===== src/rtl/slave_sync_in.sv =====
module slave_sync_in #(
  parameter int H_W = 11,
  parameter int V_W = 5
) (
  input  logic           clk,
  input  logic           rst_n,
  input  logic           slave_en,
  input  logic           fref_i,
  input  logic           href_i,
  input  logic           fref_fall,
  input  logic [1:0]     fref_mode,
  input  logic           fref_hset,
  input  logic           sc_rst_en,
  input  logic           href_blank,
  input  logic [H_W-1:0] h_trig,
  input  logic [V_W-1:0] v_trig,
  output logic           hload_o,
  output logic           vload_o,
  output logic           fld_odd_o,
  output logic           seq_first_o,
  output logic           sc_rst_o,
  output logic           blank_o,
  output logic [H_W-1:0] hval_o,
  output logic [V_W-1:0] vval_o
);
  localparam logic [1:0] MODE_VS = 2'd0;
  localparam logic [1:0] MODE_OE = 2'd1;
  localparam logic [1:0] MODE_FS = 2'd2;

  logic [2:0] f_sh, h_sh;

  always_ff @(posedge clk or negedge rst_n)
    if (!rst_n) begin
      f_sh <= '0;
      h_sh <= '0;
    end else begin
      f_sh <= {f_sh[1:0], fref_i};
      h_sh <= {h_sh[1:0], href_i};
    end

  wire f_edge  = fref_fall ? (f_sh[2] & ~f_sh[1]) : (~f_sh[2] & f_sh[1]);
  wire h_rise  = ~h_sh[2] & h_sh[1];
  wire fld_sel = (fref_mode == MODE_OE) || (fref_mode == MODE_FS);

  wire v_go   = slave_en & f_edge & (fld_sel || fref_mode == MODE_VS);
  wire fld_go = slave_en & f_edge & fld_sel;
  wire seq_go = slave_en & f_edge & (fref_mode == MODE_FS);
  wire h_go   = slave_en & ((fld_go & fref_hset) | (h_rise & ~href_blank));

  always_ff @(posedge clk or negedge rst_n)
    if (!rst_n) begin
      hload_o     <= 1'b0;
      vload_o     <= 1'b0;
      fld_odd_o   <= 1'b0;
      seq_first_o <= 1'b0;
      sc_rst_o    <= 1'b0;
      blank_o     <= 1'b0;
      hval_o      <= '0;
      vval_o      <= '0;
    end else begin
      hload_o     <= h_go;
      vload_o     <= v_go;
      fld_odd_o   <= fld_go;
      seq_first_o <= seq_go;
      sc_rst_o    <= seq_go & sc_rst_en;
      blank_o     <= slave_en & href_blank & h_sh[1];
      if (h_go) hval_o <= h_trig;
      if (v_go) vval_o <= v_trig;
    end
endmodule


===== config.mk =====
export PLATFORM = sky130hd
export DESIGN_NAME = slave_sync_in
export DESIGN_NICKNAME = d
export VERILOG_FILES = /design/src/rtl/slave_sync_in.sv
export SDC_FILE = /design/constraint.sdc
export NUM_CORES = 1
export LEC_CHECK = 0
export CORE_MARGIN = 2
export CORE_UTILIZATION = 59
export CTS_CLUSTER_DIAMETER = 100
export DETAILED_ROUTE_END_ITERATION = 8
export DONT_BUFFER_PORTS = 1
export HOLD_SLACK_MARGIN = 0.02
export PLACE_DENSITY = 0.75
export SYNTH_ARGS = -nofsm -noshare
export SYNTH_HDL_FRONTEND = slang
export SYNTH_SLANG_ARGS = --single-unit

===== constraint.sdc =====
create_clock -name clk -period 1.77 [get_ports clk]
set_clock_uncertainty 0.05 [all_clocks]
set_input_delay 0.2655 -clock clk [delete_from_list [all_inputs] [get_ports clk]]
set_output_delay 0.2655 -clock clk [all_outputs]
set_load 0.02 [all_outputs]

After elaboration in Yosys (flattened, before gate mapping)
Cells that the tools add are included.
Cells by class
  eq/ne operators: 2
  multiplexer cells: 1
  bitwise logic cells: 18
  reduce and logical (&&, ||, !) cells: 3
Operator list (number)
  1-bit AND: 13
  1-bit NOT: 4
  2-bit by 1-bit equality test with 1-bit output (second input constant): 1
  2-bit equality test (second input constant): 1
  2-bit zero test: 1
  1-bit logical OR: 2
  1-bit 2-to-1 mux: 1
  1-bit bitwise OR: 1
Storage, ports and cells
  register bits after elaboration: 28
  input bits: 27

Logic depth before layout (Yosys ltp)
Gate-level depths: netlist (run 1).
  word-level depth: 8
  gate-level depth with buffers: 7
  mapped depth without buffers: 6

Least setup slack after synthesis (run 1)
Ideal clock, no wire load.
  path type: register to register
  start: register f_sh[2]
  end: register vval_o[0]
  library setup time: 0.125 ns
  arrival time: 1.436 ns
  data required time: 1.595 ns
  setup slack: 0.159 ns
  cell stages (with the launch flop): 6
  buffers on the path: 1
  period minus slack after synthesis: 1.611 ns
  path through: dfrtp_1 > or3b_1 > nand2_1 > and3b_1 > buf_4 > mux2_2
Between the ends
  longest elaborated chain between the ends: 5
  elaborated cells between the ends (all ways): 6
  classes of those cells: mux (1); bitwise (5)
RTL lines
  start: declaration: line 30  | logic [2:0] f_sh, h_sh;
  start signal: assignment: line 37  | f_sh <= {f_sh[1:0], fref_i};
  1-bit NOT: line 41  | wire f_edge = fref_fall ? (f_sh[2] & ~f_sh[1]) : (~f_sh[2] & f_sh[1]);
  1-bit AND: line 41
  1-bit 2-to-1 mux *: line 41
  1-bit AND * (2 in series): line 45  | wire v_go = slave_en & f_edge & (fld_sel || fref_mode == MODE_VS);
  named net v_go: line 45
  end signal: assignment: line 68  | if (v_go) vval_o <= v_trig;
  end: declaration: line 24  | output logic [V_W-1:0] vval_o
Mark *: on every way through the listed nets, which the timed path passes. The rest lies on a longest branch.
A chain may end at the register's enable or synchronous reset.

Final worst setup path (run 1)
  start: register f_sh[2]
  end: register vval_o[0]
Between the ends
  longest elaborated chain between the ends: 5
  elaborated cells between the ends (all ways): 6
  classes of those cells: mux (1); bitwise (5)
RTL lines (line)
  1-bit NOT: 41
  1-bit AND: 41
  1-bit 2-to-1 mux *: 41
  1-bit AND * (2 in series): 45
Every way passes the cells marked *; elsewhere a longest branch is shown, timed or not.

==> results.json, run 1 <==
{
  "cts_tree": "done",
  "io_buffers": 0,
  "drive_above_1_share": 0.276,
  "wirelength_um": 1610,
  "ys_warn_count": 0,
  "finalSetupViolations": 0,
  "dpl_worst_slack_ns": -0.145,
  "max_slew_margin": 0.667,
  "fmax_mhz": 596,
  "start_util": 0.616,
  "peakVddDrop_mv": 0.718,
  "multi_input_area_um2": 334,
  "viasPerCell": 4.96,
  "fin_crit_ns": 1.68,
  "final_nets": 117,
  "grt_max_degree": 29,
  "crit_slowest_cell": "dfrtp_1",
  "synth_cell_types": 18,
  "cts_inserted_buffers": 3,
  "drc": 0,
  "total_power_mw": 1.54,
  "antenna_found_initial": 0,
  "synth_cells": 63,
  "syn_to_final_growth_pct": 28.9,
  "grt_overflow_total": 0,
  "ioPinCount": 49,
  "end_kind": "register",
  "drt-wirelength-per-cell_um": 14.4,
  "diodes": 0,
  "clkSinkCount": 28,
  "dieHeight_um": 46.2,
  "clk_path_buf_depth": 2,
  "htreeDepth": 1,
  "grt_pass1_wl_um": 2190,
  "fin_cells": 112,
  "status": "complete, no violations",
  "synth_area_leaders": "dfrtp_1, mux2_4, mux2_2",
  "crit_fanout": 6,
  "finalHoldViolations": 0,
  "clock_latency_ns": 0.32,
  "place_congestion": 0.580,
  "critPathKind": "reg -> reg",
  "required_ns": 1.94,
  "rows": 15,
  "dp.cells": 86,
  "maxCapViolations": 0,
  "drtIter0Drc": 6,
  "power_density_nw_per_um2": 1140,
  "seqCellArea_um2": 701,
  "period_share": 0.948,
  "tightest_slew_ns": 0.498,
  "cts.root.buffer_cell": "clkbuf_4",
  "syn-mean-instance-area_um2": 16.7,
  "synth_nets": 92,
  "die_w_um": 46.2,
  "place_hpwl_um": 979,
  "post_cts_buffers": 0,
  "ant_nets": 0,
  "synth_largest_area_cell": "dfrtp_1",
  "rsz0062_at_grt": "false",
  "synth_seq_cells": 28,
  "grtUsageTotal": 0.151,
  "clk_pin_slew_ns": 0.13,
  "synth_top_area_share": 0.666,
  "fill_cells": 90,
  "grt_pass1_vias": 494,
  "power_leakage_nw": 0.651,
  "min_path_type": "in -> reg",
  "drtPass1Iterations": 3,
  "slowest_delay_ns": 0.40,
  "yosysSeqAreaShare": 0.666,
  "path_cells": "or3b_1 > nand2_1 > and3b_2 > mux2_2",
  "critPathLaunchType": "register",
  "worst_slack_ns": 0.0929,
  "synth_area_um2": 1050,
  "path_buf_inv": 0,
  "die_area_um2": 2140,
  "path_delay_family": "simple AND/OR/NAND/NOR gates",
  "coreArea_um2": 1710,
  "critPathArrivalTime_ns": 1.84,
  "vias": 556,
  "final_max_slew_viol_count": 0
}
cell families (layout without fill, tap and decap cells):
family	count (synthesis)	in the layout	share of synthesized area
fa+ha+maj	2	2	0.0238
simple gates	11	11	0.0654
flops	28	28	0.666
compound gates	2	2	0.0166
buf+inv	4	28	0.0250
mux	16	16	0.203
per-layer routing:
layer	up-vias	routed length, um	track usage
li1	259	-	-
met1	267	678	0.195
met2	28	800	0.225
met3	2	119	0.0431
met4	0	10	0.0857
met5	-	0	0
cells in the mapped netlist, drive strengths merged:
master,instances
and2,1
mux2,16
inv,2
nor3b,1
nor2,1
and3b,1
and3,2
nand2,2
a21oi,1
buf,2
nand3b,1
o21ai,1
ha,2
nand2b,1
or3b,1
dfrtp,28
layout by cell type, fill, tap and decap left out:
master         netlist  routed
a21oi_2              1       1
and2_1               1       1
and3_1               2       2
and3b_2              0       1
buf_12               0       1
bufinv_16            0       1
clkbuf_4             0       3
dfrtp_1             28      28
dlygate4sd3_1        0      21
ha_1                 2       2
inv_1                2       2
mux2_2               7       7
mux2_4               9       9
nand2_1              2       2
nand2b_1             1       1
nand3b_1             1       1
nor2_1               1       1
nor3b_1              1       1
o21ai_4              0       1
or3b_1               1       1
power breakdown:
group | internal (mW) | total [mW] | switching, mW
registers | 0.744 | 0.937 | 0.194
clock network | 0.229 | 0.404 | 0.175
logic | 0.145 | 0.200 | 0.0551
total | 1.12 | 1.54 | 0.424
worst register-to-register path, delay by kind of cell (launching register included):
family        cells  cell delay [ns]
flops             1             0.40
mux               1             0.35
simple gates      3             0.78
layout make-up:
| class | count | share of cell area |
|---|---|---|
| Tap cell | 25 | 0.0231 |
| Sequential cell | 28 | 0.517 |
| Multi-Input combinational cell | 31 | 0.246 |
| Timing Repair Buffer | 22 | 0.170 |
| Inverter | 2 | 0.00554 |
| Clock buffer | 3 | 0.0166 |
| Clock inverter | 1 | 0.0221 |
flip-flops by register name, summed over array words and instances, names as in the netlist:
| signal | cells |
|---|---|
| sc_rst_o | 1 |
| hload_o | 1 |
| hval_o | 11 |
| h_sh | 3 |
| blank_o | 1 |
| vval_o | 5 |
| f_sh | 3 |
| fld_odd_o | 1 |
| vload_o | 1 |
| seq_first_o | 1 |
path summary, 6_finish.rpt:
kind / from / slack [ns] / depth (start not counted) / endpoint
max: f_sh[2] / 0.09 / 4 / vval_o[0]
min: slave_en / 0.06 / 1 / blank_o
max reg2reg: f_sh[2] / 0.09 / 4 / vval_o[0]
min reg2reg: f_sh[0] / 0.32 / 0 / f_sh[1]
max in group asynchronous: rst_n / 1.20 / 2 / fld_odd_o
min in group asynchronous: rst_n / 0.31 / 2 / hval_o[5]
timing repair:
item | 4_1_cts | 5_1_grt
hold buffers | 15 | 7
setup endpoints to repair | 4 | 5
resized for setup | 1 | 1
endpoints found under the hold margin | 41 | 7
gates cloned | 0 | 0
metrics by stage:
step           setup TNS, ns  area [um^2]  utilization  hold slack (ns)
3_3_place_gp          -0.788         1060        0.623          -0.0796
5_1_grt                    0         1360        0.794           0.0322
2_1_floorplan              0         1050            -          -0.0801
3_5_place_dp           -1.10         1060        0.623          -0.0796
6_report                   0         1360        0.794           0.0554
4_1_cts                    0         1280        0.752           0.0211
No activity file was read; power rests on OpenSTA's default activity.
==> run 2: changes to the inputs <==
--- a/config.mk
+++ b/config.mk
@@ -5,13 +5,15 @@
 export SDC_FILE = /design/constraint.sdc
 export NUM_CORES = 1
 export LEC_CHECK = 0
+export CELL_PAD_IN_SITES_DETAIL_PLACEMENT = 1
+export CELL_PAD_IN_SITES_GLOBAL_PLACEMENT = 1
 export CORE_MARGIN = 2
-export CORE_UTILIZATION = 59
+export CORE_UTILIZATION = 46
 export CTS_CLUSTER_DIAMETER = 100
 export DETAILED_ROUTE_END_ITERATION = 8
 export DONT_BUFFER_PORTS = 1
 export HOLD_SLACK_MARGIN = 0.02
-export PLACE_DENSITY = 0.75
+export PLACE_DENSITY_LB_ADDON = 0.1
 export SYNTH_ARGS = -nofsm -noshare
 export SYNTH_HDL_FRONTEND = slang
 export SYNTH_SLANG_ARGS = --single-unit
==> results.json, run 2 (synthesis results as in run 1) <==
{
  "status": "complete, no violations",
  "viasPerCell": 5.12,
  "start_util": 0.480,
  "drt-wirelength-per-cell_um": 15.3,
  "clock_latency_ns": 0.31,
  "antenna_found_initial": 0,
  "dieHeight_um": 51.8,
  "drtIter0Drc": 5,
  "rows": 17,
  "critPathKind": "reg -> reg",
  "grtUsageTotal": 0.129,
  "cts.root.buffer_cell": "clkbuf_4",
  "slowest_delay_ns": 0.43,
  "io_buffers": 0,
  "seqPwrFrac": 0.655,
  "total_power_mw": 1.43,
  "grt_pass1_vias": 505,
  "fill_cells": 189,
  "final_nets": 114,
  "max_slew_margin": 0.653,
  "p_clk_frac": 0.207,
  "drtPass1Iterations": 4,
  "dpl_worst_slack_ns": -0.182,
  "vias": 573,
  "critPathArrivalTime_ns": 1.84,
  "cts_inserted_buffers": 3,
  "min_path_type": "in -> reg",
  "final_common_cell": "dfrtp_1",
  "die_w_um": 51.8,
  "final_cell_mix": "dfrtp_1, dlygate4sd3_1, mux2_4, mux2_2, clkbuf_4",
  "grt_overflow_total": 0,
  "worst_slack_ns": 0.0923,
  "syn_to_final_growth_pct": 25.3,
  "diodes": 0,
  "power_leakage_nw": 0.632,
  "top_register": "hval_o",
  "switching_share": 0.293,
  "power_density_nw_per_um2": 1080,
  "peakVddDrop_mv": 0.700,
  "cts_tree": "done",
  "rsz0062_at_grt": "false",
  "final_max_slew_viol_count": 0,
  "crit_slowest_cell": "o21ai_4",
  "fmax_mhz": 596,
  "required_ns": 1.94,
  "top_regs": "hval_o (11), vval_o (5)",
  "switchingPower_uw": 420,
  "crit_fanout": 12,
  "critPathLaunchType": "register",
  "tightest_slew_ns": 0.518,
  "finalHoldViolations": 0,
  "ioPinCount": 49,
  "period_share": 0.948,
  "intPower_mw": 1.01,
  "place_congestion": 0.590,
  "die_area_um2": 2690,
  "htreeDepth": 1,
  "drive_above_1_share": 0.310,
  "end_kind": "register",
  "wirelength_um": 1720,
  "clk_path_buf_depth": 2,
  "fin_crit_ns": 1.68,
  "largest_register_ffs": 11,
  "maxCapViolations": 0,
  "coreArea_um2": 2190,
  "grt_max_degree": 29,
  "fin_cells": 112,
  "drc": 0,
  "ant_nets": 0,
  "clkSinkCount": 28,
  "grt_pass1_wl_um": 2440,
  "comb_power_share": 0.138,
  "path_cells": "or3b_4 > a21oi_2 > o21ai_4 > mux2_2",
  "finalSetupViolations": 0,
  "hold_ws_ns": 0.0457,
  "dp.cells": 89,
  "clk_pin_slew_ns": 0.14
}
==> run 2: cell types whose count changed in the layout (fill, tap and decap cells not counted) <==
cell / before / now
bufinv_16: 1 / 0
clkbuf_8: 0 / 1
dlygate4sd3_1: 21 / 18
nand2_1: 2 / 1
nand2_2: 0 / 1
or3b_1: 1 / 0
or3b_4: 0 / 1
==> run 2: what timing repair did <==
action                                  CTS  global route
endpoints found under the setup margin   16             4
setup buffers                             0             0
endpoints found under the hold margin    32            13
hold buffers                              6            13
pin swaps                                 0             1
resized for setup                         2             2
==> run 2: power by group through the flow <==
stage | Sequential [mW] | Combinational (mW) | Clock, mW
after CTS | 0.940 | 0.175 | 0.309
after global routing | 0.952 | 0.216 | 0.332
after global placement | 0.950 | 0.141 | 0
final | 0.937 | 0.198 | 0.296
after floorplan | 0.931 | 0.138 | 0
after detailed placement | 0.952 | 0.148 | 0
==> run 2: final timing paths <==
check                           from    endpoint  slack (ns)  cells past startpoint
min                        v_trig[2]   vval_o[2]        0.05                      1
max in group asynchronous      rst_n   hval_o[7]        1.20                      2
min in group asynchronous      rst_n   vval_o[2]        0.32                      2
max                          f_sh[1]  hval_o[10]        0.09                      4
max reg2reg                  f_sh[1]  hval_o[10]        0.09                      4
min reg2reg                  f_sh[0]     f_sh[1]        0.32                      0
==> run 2: stage by stage <==
step	TNS [ns]	cell area, um^2	utilization
final	0	1320	0.602
after global routing	0	1320	0.602
after CTS	0	1180	0.540
after detailed placement	-1.50	1070	0.488
after global placement	-1.14	1070	0.488
after floorplan	0	1050	-
==> run 2: layer usage <==
layer  wire (um)  vias up  GRT usage
met4          13        0     0.0658
met1         676      284      0.159
met5           0        -          0
met3         137        2     0.0489
met2         889       31      0.196
li1            -      256          -
==> run 2: worst max-delay path: cells and delay by family, from the launching register on <==
| kind | cells | cell delay (ns) |
|---|---|---|
| flip-flops | 1 | 0.41 |
| multiplexers | 1 | 0.39 |
| AND/OR/NAND/NOR | 1 | 0.25 |
| AO/OA/AOI/OAI | 2 | 0.49 |
==> run 2: final cells by class <==
type,count,area (um^2),share of cell area
clock buffer,4,36.3,0.0275
inverter,2,7.51,0.00569
multi-input combinational,31,339,0.257
sequential,28,701,0.531
tap,28,35.0,0.0266
timing repair buffer,19,200,0.152
